File: config.mk
export PLATFORM = sky130hd
export DESIGN_NAME = qp_chan_ctrl
export DESIGN_NICKNAME = d
export VERILOG_FILES = /design/src/rtl/qpc_pkg.sv /design/src/rtl/qpc_chan_fsm.sv /design/src/rtl/qpc_chan.sv /design/src/rtl/qpc_rd_mux.sv /design/src/rtl/qp_chan_ctrl.sv
export SDC_FILE = /design/constraint.sdc
export NUM_CORES = 1
export LEC_CHECK = 0
export BUFFER_PORTS_ARGS = -buffer_cell sky130_fd_sc_hd__buf_2
export CAP_MARGIN = 20
export CORE_ASPECT_RATIO = 0.7
export CORE_MARGIN = 10
export CORE_UTILIZATION = 35
export DETAILED_ROUTE_END_ITERATION = 16
export PLACE_DENSITY = 0.6
export SETUP_SLACK_MARGIN = 0.4
export SLEW_MARGIN = 20
export SYNTH_ARGS = -nofsm -noshare
export SYNTH_HDL_FRONTEND = slang
export SYNTH_HIERARCHICAL = 1
export SYNTH_SLANG_ARGS = --single-unit
File: constraint.sdc
create_clock -name clk -period 1.9 [get_ports clk]
set_input_delay 0.19 -clock clk [delete_from_list [all_inputs] [get_ports clk]]
set_output_delay 0.19 -clock clk [all_outputs]
set_load 0.03 [all_outputs]
File: src/rtl/qpc_pkg.sv
package qpc_pkg;
  typedef enum logic [3:0] {
    ST_IDLE  = 4'd0,
    ST_RUN   = 4'd1,
    ST_CPL   = 4'd2,
    ST_PAUSE = 4'd3,
    ST_HALT  = 4'd4,
    ST_ABORT = 4'd5,
    ST_WAIT  = 4'd6,
    ST_BCLR  = 4'd7
  } qpc_state_e;

  localparam logic [7:0] OFF_TAIL  = 8'h0C;
  localparam logic [7:0] OFF_HEAD  = 8'h1C;
  localparam logic [7:0] OFF_CTRL  = 8'h20;
  localparam logic [7:0] OFF_QRST  = 8'h24;
  localparam logic [7:0] OFF_STATE = 8'h30;
  localparam logic [7:0] OFF_ISTS  = 8'h40;
  localparam logic [7:0] OFF_IMSK  = 8'h44;

  localparam int EN_BIT    = 0;
  localparam int PAUSE_BIT = 4;
  localparam int QRST_BIT  = 0;
endpackage

File: src/rtl/qpc_chan_fsm.sv
module qpc_chan_fsm
  import qpc_pkg::*;
(
  input  logic       clk,
  input  logic       rst,
  input  logic       en,
  input  logic       pause,
  input  logic       qrst,
  input  logic       pending,
  input  logic       eng_done,
  input  logic       eng_err,
  output qpc_state_e st_q,
  output logic       start_q,
  output logic       fetch_adv,
  output logic       ev_cpl,
  output logic       ev_err
);

  qpc_state_e st_nxt;

  always_comb begin
    st_nxt    = st_q;
    fetch_adv = 1'b0;
    ev_cpl    = 1'b0;
    ev_err    = 1'b0;
    if (qrst || !en) begin
      st_nxt = ST_IDLE;
    end else begin
      case (st_q)
        ST_IDLE: begin
          if (pause) begin
            st_nxt = ST_PAUSE;
          end else if (pending) begin
            st_nxt    = ST_RUN;
            fetch_adv = 1'b1;
          end
        end
        ST_RUN: begin
          if (eng_err) begin
            st_nxt = ST_ABORT;
            ev_err = 1'b1;
          end else if (eng_done) begin
            st_nxt = ST_CPL;
            ev_cpl = 1'b1;
          end
        end
        ST_CPL: begin
          if (pause) begin
            st_nxt = ST_PAUSE;
          end else if (pending) begin
            st_nxt    = ST_RUN;
            fetch_adv = 1'b1;
          end else begin
            st_nxt = ST_IDLE;
          end
        end
        ST_PAUSE: begin
          if (!pause) st_nxt = ST_IDLE;
        end
        ST_ABORT: st_nxt = ST_ABORT;
        default:  st_nxt = ST_IDLE;
      endcase
    end
  end

  always_ff @(posedge clk) begin
    if (rst) begin
      st_q    <= ST_IDLE;
      start_q <= 1'b0;
    end else begin
      st_q    <= st_nxt;
      start_q <= fetch_adv;
    end
  end

  // disable leaves RUN at once
  assert_disable_exits_run_R8: assert property (@(posedge clk) disable iff (rst)
    (st_q == ST_RUN && !en) |=> (st_q == ST_IDLE));

  // an error strobe in RUN ends in ABORT
  assert_err_to_abort_R6: assert property (@(posedge clk) disable iff (rst)
    (st_q == ST_RUN && en && !qrst && eng_err) |=> (st_q == ST_ABORT));

  // no fetch while paused
  assert_no_start_paused_R7: assert property (@(posedge clk) disable iff (rst)
    (st_q == ST_PAUSE && pause && !qrst) |=> !start_q);

  // queue reset forces IDLE
  assert_qrst_idle_R9: assert property (@(posedge clk) disable iff (rst)
    qrst |=> (st_q == ST_IDLE));

  // completion with nothing pending returns to IDLE
  assert_cpl_to_idle_R5: assert property (@(posedge clk) disable iff (rst)
    (st_q == ST_CPL && en && !qrst && !pause && !pending) |=> (st_q == ST_IDLE));

endmodule

File: src/rtl/qpc_chan.sv
module qpc_chan
  import qpc_pkg::*;
#(
  parameter int PTR_W   = 4,
  parameter int IRQ_W   = 13,
  parameter int CPL_BIT = 0,
  parameter int ERR_BIT = 1
) (
  input  logic             clk,
  input  logic             rst,
  input  logic             wr_en,
  input  logic [7:0]       wr_off,
  input  logic [31:0]      wdata,
  input  logic [7:0]       rd_off,
  input  logic             eng_done,
  input  logic             eng_err,
  output logic [31:0]      rword,
  output logic             eng_start,
  output logic [PTR_W-1:0] eng_idx,
  output logic             irq
);

  logic             en_q, pause_q, qrst_q, irq_q;
  logic [PTR_W-1:0] tail_q, head_q, fetch_q, sidx_q;
  logic [IRQ_W-1:0] status_q, mask_q, set_vec, clr_vec;
  logic             w_tail, w_head, w_ctrl, w_qrst, w_ists, w_imsk, qrst_req;
  logic             fetch_adv, ev_cpl, ev_err, pending;
  qpc_state_e       st_q, st_view;

  assign w_tail   = wr_en && (wr_off == OFF_TAIL);
  assign w_head   = wr_en && (wr_off == OFF_HEAD);
  assign w_ctrl   = wr_en && (wr_off == OFF_CTRL);
  assign w_qrst   = wr_en && (wr_off == OFF_QRST);
  assign w_ists   = wr_en && (wr_off == OFF_ISTS);
  assign w_imsk   = wr_en && (wr_off == OFF_IMSK);
  assign qrst_req = w_qrst && wdata[QRST_BIT];
  assign pending  = (tail_q != fetch_q);

  qpc_chan_fsm u_fsm (
    .clk       (clk),
    .rst       (rst),
    .en        (en_q),
    .pause     (pause_q),
    .qrst      (qrst_q),
    .pending   (pending),
    .eng_done  (eng_done),
    .eng_err   (eng_err),
    .st_q      (st_q),
    .start_q   (eng_start),
    .fetch_adv (fetch_adv),
    .ev_cpl    (ev_cpl),
    .ev_err    (ev_err)
  );

  always_comb begin
    set_vec          = '0;
    set_vec[CPL_BIT] = ev_cpl;
    set_vec[ERR_BIT] = ev_err;
    clr_vec          = w_ists ? wdata[IRQ_W-1:0] : '0;
  end

  always_ff @(posedge clk) begin
    if (rst) begin
      en_q     <= 1'b0;
      pause_q  <= 1'b0;
      qrst_q   <= 1'b0;
      tail_q   <= '0;
      head_q   <= '0;
      fetch_q  <= '0;
      sidx_q   <= '0;
      status_q <= '0;
      mask_q   <= '1;
      irq_q    <= 1'b0;
    end else begin
      if (w_ctrl) begin
        en_q    <= wdata[EN_BIT];
        pause_q <= wdata[PAUSE_BIT];
      end
      qrst_q <= qrst_req;
      if (qrst_q) begin
        tail_q  <= '0;
        head_q  <= '0;
        fetch_q <= '0;
      end else begin
        if (w_tail) tail_q <= wdata[PTR_W-1:0];
        if (w_head) head_q <= wdata[PTR_W-1:0];
        if (fetch_adv) begin
          fetch_q <= fetch_q + 1'b1;
          sidx_q  <= fetch_q;
        end
      end
      status_q <= (status_q & ~clr_vec) | set_vec;
      if (w_imsk) mask_q <= wdata[IRQ_W-1:0];
      irq_q <= |(status_q & ~mask_q);
    end
  end

  assign st_view = qrst_q ? ST_IDLE : st_q;
  assign eng_idx = sidx_q;
  assign irq     = irq_q;

  always_comb begin
    case (rd_off)
      OFF_TAIL:  rword = 32'(tail_q);
      OFF_HEAD:  rword = 32'(head_q);
      OFF_CTRL:  rword = {27'd0, pause_q, 3'd0, en_q};
      OFF_QRST:  rword = {31'd0, qrst_q};
      OFF_STATE: rword = {28'd0, st_view};
      OFF_ISTS:  rword = 32'(status_q);
      OFF_IMSK:  rword = 32'(mask_q);
      default:   rword = 32'd0;
    endcase
  end

  // reset request clears itself
  assert_qrst_selfclear_R9: assert property (@(posedge clk) disable iff (rst)
    (qrst_q && !qrst_req) |=> !qrst_q);

  // reset zeroes the software pointers
  assert_qrst_ptrs_R9: assert property (@(posedge clk) disable iff (rst)
    qrst_q |=> (tail_q == '0 && head_q == '0));

  // hardware set survives a simultaneous clear
  assert_set_wins_R10: assert property (@(posedge clk) disable iff (rst)
    ev_cpl |=> status_q[CPL_BIT]);

  // no unmasked cause means no irq
  assert_irq_quiet_R11: assert property (@(posedge clk) disable iff (rst)
    ((status_q & ~mask_q) == '0) |=> !irq_q);

endmodule

File: src/rtl/qpc_rd_mux.sv
module qpc_rd_mux #(
  parameter int CH_W   = 2,
  localparam int NUM_CH = 1 << CH_W
) (
  input  logic                 clk,
  input  logic                 rst,
  input  logic                 rd,
  input  logic [CH_W-1:0]      sel,
  input  logic [NUM_CH*32-1:0] words,
  output logic [31:0]          rdata
);

  logic [31:0] pick;

  assign pick = words[sel*32 +: 32];

  always_ff @(posedge clk) begin
    if (rst)     rdata <= 32'd0;
    else if (rd) rdata <= pick;
  end

endmodule

File: src/rtl/qp_chan_ctrl.sv
module qp_chan_ctrl
  import qpc_pkg::*;
#(
  parameter int CH_W   = 2,
  parameter int PTR_W  = 4,
  parameter int IRQ_W  = 13,
  localparam int NUM_CH = 1 << CH_W,
  localparam int ADDR_W = CH_W + 8
) (
  input  logic                    clk,
  input  logic                    rst,
  input  logic                    reg_wr,
  input  logic                    reg_rd,
  input  logic [ADDR_W-1:0]       reg_addr,
  input  logic [31:0]             reg_wdata,
  output logic [31:0]             reg_rdata,
  output logic [NUM_CH-1:0]       eng_start,
  output logic [NUM_CH*PTR_W-1:0] eng_idx,
  input  logic [NUM_CH-1:0]       eng_done,
  input  logic [NUM_CH-1:0]       eng_err,
  output logic [NUM_CH-1:0]       irq
);

  logic [NUM_CH*32-1:0] words;
  logic [CH_W-1:0]      ch_sel;

  assign ch_sel = reg_addr[ADDR_W-1:8];

  for (genvar g = 0; g < NUM_CH; g++) begin : g_chan
    qpc_chan #(
      .PTR_W   (PTR_W),
      .IRQ_W   (IRQ_W),
      .CPL_BIT (0),
      .ERR_BIT (1)
    ) u_chan (
      .clk       (clk),
      .rst       (rst),
      .wr_en     (reg_wr && (ch_sel == CH_W'(g))),
      .wr_off    (reg_addr[7:0]),
      .wdata     (reg_wdata),
      .rd_off    (reg_addr[7:0]),
      .eng_done  (eng_done[g]),
      .eng_err   (eng_err[g]),
      .rword     (words[g*32 +: 32]),
      .eng_start (eng_start[g]),
      .eng_idx   (eng_idx[g*PTR_W +: PTR_W]),
      .irq       (irq[g])
    );
  end

  qpc_rd_mux #(.CH_W(CH_W)) u_rd_mux (
    .clk   (clk),
    .rst   (rst),
    .rd    (reg_rd),
    .sel   (ch_sel),
    .words (words),
    .rdata (reg_rdata)
  );

endmodule

==> out/metrics.cfg <==
[timing]
rsz0062_at_grt=true
setup_viol=0
tightestPinTransition_ns=0.6252
post-route-min-period_ns=1.555
clock_skew_ns=0.01242
slew_headroom=0.5832
finalHoldViolations=0
fmax_ghz=0.6432
finalCritPeriodShare=0.8183
final_max_slew_viol_count=0

[route]
drt_first_pass_iters=5
wl_per_cell_um=18.78
vias=10789
ant_nets=0
postRouteWirelength_um=38450
drt-initial-drc-count=916
drc=0
via_per_inst=5.268

[place]
place_area_um2=13990
dp.cells=1972
hpwl_um=27100
place_congestion=0.8717
portBuffers=90

[grt]
grt_pass1_vias=10387
grt_pass1_wl_um=59740
antenna_found_initial=0
grt_use_met3=0.03078
grt_use_total=0.1698
grt.met1_usage=0.2537
grt_max_degree=53
grt.overflow.total=0
top_usage_layer=met1
gr-usage-met2=0.2488

[yosys]
ys_types=70
synthCells=1376
synth_ff_type=dfxtp_1
avgSynthCellArea_um2=9.139
seq_area_frac_synth=0.3693
async_flop_share=0
synth_edf_count=0
ys_seq_elements=232
yosysWarnings=6
yosysTopAreaCell=dfxtp_1
yosys-top-cells-area=dfxtp_1 37%, mux2i_1 11%, buf_4 4.8%
yosysTopAreaCellShare=0.3693
syn_area_um2=12580

[floorplan]
pin_count=110
dieArea_um2=44030
core_area_um2=35090
die_w_um=246.6
num_rows=57
dieHeight_um=178.6
initial_utilization=0.3584

[outcome]
status=finished clean

[final_layout]
fillers=3416
drive_above_1_share=0.2970
fin_area_um2=15480
area_delta_synth_final_pct=23.09
stdcell_count=2048
fin_nets=1616
antenna_cells=0

[cts]
cts-root-buf=clkbuf_16
clock_path_buffers=3
clock_sinks=232
tritoncts=done
cts_inserted_buffers=26
insertion_delay_ns=0.55
htree_levels=1
clk_pin_slew_ns=0.07

[setup_path]
critPathArrivalTime_ns=2.02
crit_path_top_delay_cell=nor3_1
startpoint_type=input pin
cp_num_buf_inv=3
critical_path.max_stage_delay_ns=0.34
crit_top_cell=buf_4
worstSetupEndpointType=flip-flop
cp_cell_sequence=buf_2 > buf_4 > buf_4 > nor3_1 > nand4_1 > o2bb2ai_1 > a221o_1 > mux2i_2 > o221ai_2
crit_family=compound AO/OA/AOI/OAI gates
crit_cells=9
r2r_cells=7
critPathRequiredTime_ns=2.37
crit_type=in -> reg
critical_path.max_fanout=14

[pwr]
power.share.sequential=0.443
intPower_mw=8.315
switching_power_mw=2.744
p_comb_frac=0.088
pwr-share-clk=0.469
leakagePower_nw=6.240
p_per_area_nw_per_um2=714.5
ir_worst_vdd_v=0.0006302
p_sw_frac=0.2481
total_power_mw=11.06

[run]
max_cap_violations=0

[hold_path]
hold_path_depth=5
min_path_type=in -> reg

## layout make-up
| class | count | area (um^2) | area share |
|---|---|---|---|
| Timing Repair Buffer | 240 | 1740 | 0.1124 |
| Sequential cell | 232 | 4723 | 0.3051 |
| Tap cell | 472 | 590.6 | 0.03815 |
| Clock inverter | 11 | 113.9 | 0.007355 |
| Inverter | 76 | 285.3 | 0.01843 |
| Multi-Input combinational cell | 982 | 7261 | 0.4690 |
| Clock buffer | 35 | 765.7 | 0.04947 |
## state kept, by name, summed over array words and instances (netlist names)
register                     cells
g_chan.u_chan/tail_q            16
g_chan.u_chan/head_q            16
g_chan.u_chan/en_q               4
g_chan.u_chan/eng_idx           16
g_chan.u_chan/mask_q            52
g_chan.u_chan/status_q          52
g_chan.u_chan/qrst_q             4
g_chan.u_chan/pause_q            4
g_chan.u_chan/fetch_q           16
g_chan.u_chan/irq                4
u_rd_mux/rdata                  32
g_chan.u_chan/u_fsm/st_q        12
g_chan.u_chan/u_fsm/start_q      4
## cell usage after synthesis (6+ instances only)
library cell / count
dfxtp_1: 232
nor2_1: 160
mux2i_1: 143
buf_4: 81
inv_1: 76
a21oi_1: 67
nor3_1: 66
clkbuf_1: 50
a22o_1: 32
nand2b_1: 32
or3b_2: 32
o221ai_2: 30
a211oi_1: 25
buf_2: 21
xnor2_1: 20
nand2_1: 18
o22ai_1: 18
a211o_1: 17
nand4_1: 15
nor2b_1: 14
nor4b_1: 14
a32oi_1: 9
a221o_1: 8
a311oi_1: 8
conb_1: 8
o21ai_0: 8
xor2_1: 8
and2_1: 7
and3b_1: 7
nand3_1: 7
nand3b_1: 7
a22oi_1: 6
a31oi_1: 6
o211ai_1: 6
or2_1: 6
## metrics by stage
stage          setup WS (ns)  hold WS, ns  setup TNS (ns)    util
2_1_floorplan         0.2697       0.2597               0       -
3_3_place_gp         -0.2105       0.4409          -1.585  0.3986
3_5_place_dp         -0.2700       0.4495          -2.385  0.3986
4_1_cts               0.2934     0.001774               0  0.4331
5_1_grt               0.2853      0.03248               0  0.4412
6_report              0.3452      0.02152               0  0.4412
## power groups by stage
stage	logic [mW]	registers, mW	clock network (mW)
finish	0.974	4.89	5.19
global route	1.04	4.89	5.49
CTS	0.943	4.91	5.32
detailed placement	0.921	5.02	0
global placement	0.908	5.02	0
floorplan	0.530	5.08	0
## layout by cell type (no fill, tap or decap), drive strengths merged, types with 8 or more instances in the layout
cell type,count
a311oi,8
o221ai,34
buf,230
nand4,15
a21oi,67
dlygate4sd3,9
o21ai,12
conb,80
or2,8
xnor2,20
o22ai,18
a211oi,25
mux2i,143
nor3,70
xor2,8
a32oi,9
nor2b,14
nor2,160
nor3b,10
nand2b,32
a22o,32
and4bb,9
a211o,17
inv,76
dfxtp,232
a221o,8
nor4,10
clkbuf,36
nor4b,15
nand2,18
and2b,8
or3b,37
## logic make-up after synthesis
kind of cell	Yosys count	synth area share
mux	146	0.1165
xor+xnor	28	0.01950
other cells	8	0.002388
simple gates	460	0.2209
flops	232	0.3693
fa+ha+maj	4	0.003980
buf+inv	234	0.09989
compound gates	264	0.1675
## timing repair
item | 4_1_cts | 5_1_grt
endpoints found under the hold margin | 16 | 0
buffers inserted | 15 | 6
pin swaps | 12 | 33
gates resized for setup | 37 | 65
endpoints found under the setup margin | 22 | 58
hold buffers | 9 | 0
## path summary, 6_finish.rpt
kind / from / to / slack [ns]
max: reg_addr[1] / u_rd_mux/rdata[2]$_SDFFE_PP0P_ / 0.35
min: eng_done[2] / g_chan[2].u_chan/status_q[0]$_SDFF_PP0_ / 0.02
max reg2reg: g_chan[2].u_chan/tail_q[3]$_SDFFE_PP0P_ / g_chan[2].u_chan/eng_idx[0]$_SDFFE_PP0P_ / 0.36
min reg2reg: g_chan[0].u_chan/status_q[6]$_SDFF_PP0_ / g_chan[0].u_chan/status_q[6]$_SDFF_PP0_ / 0.46
## metal layers
metal | share of wire | vias to the layer above | wire, um
li1 | - | 5223 | -
met1 | 0.50 | 5218 | 19370
met3 | 0.063 | 46 | 2404
met2 | 0.42 | 302 | 16020
met4 | 0.017 | 0 | 656
met5 | 0 | - | 0
## tightest hold or removal path, cell delays in order
cell	delay, ns
buf_2	0.11
nand2_1	0.05
nor2_1	0.04
inv_1	0.04
a311oi_1	0.07
(Power assumes the default switching activity.)
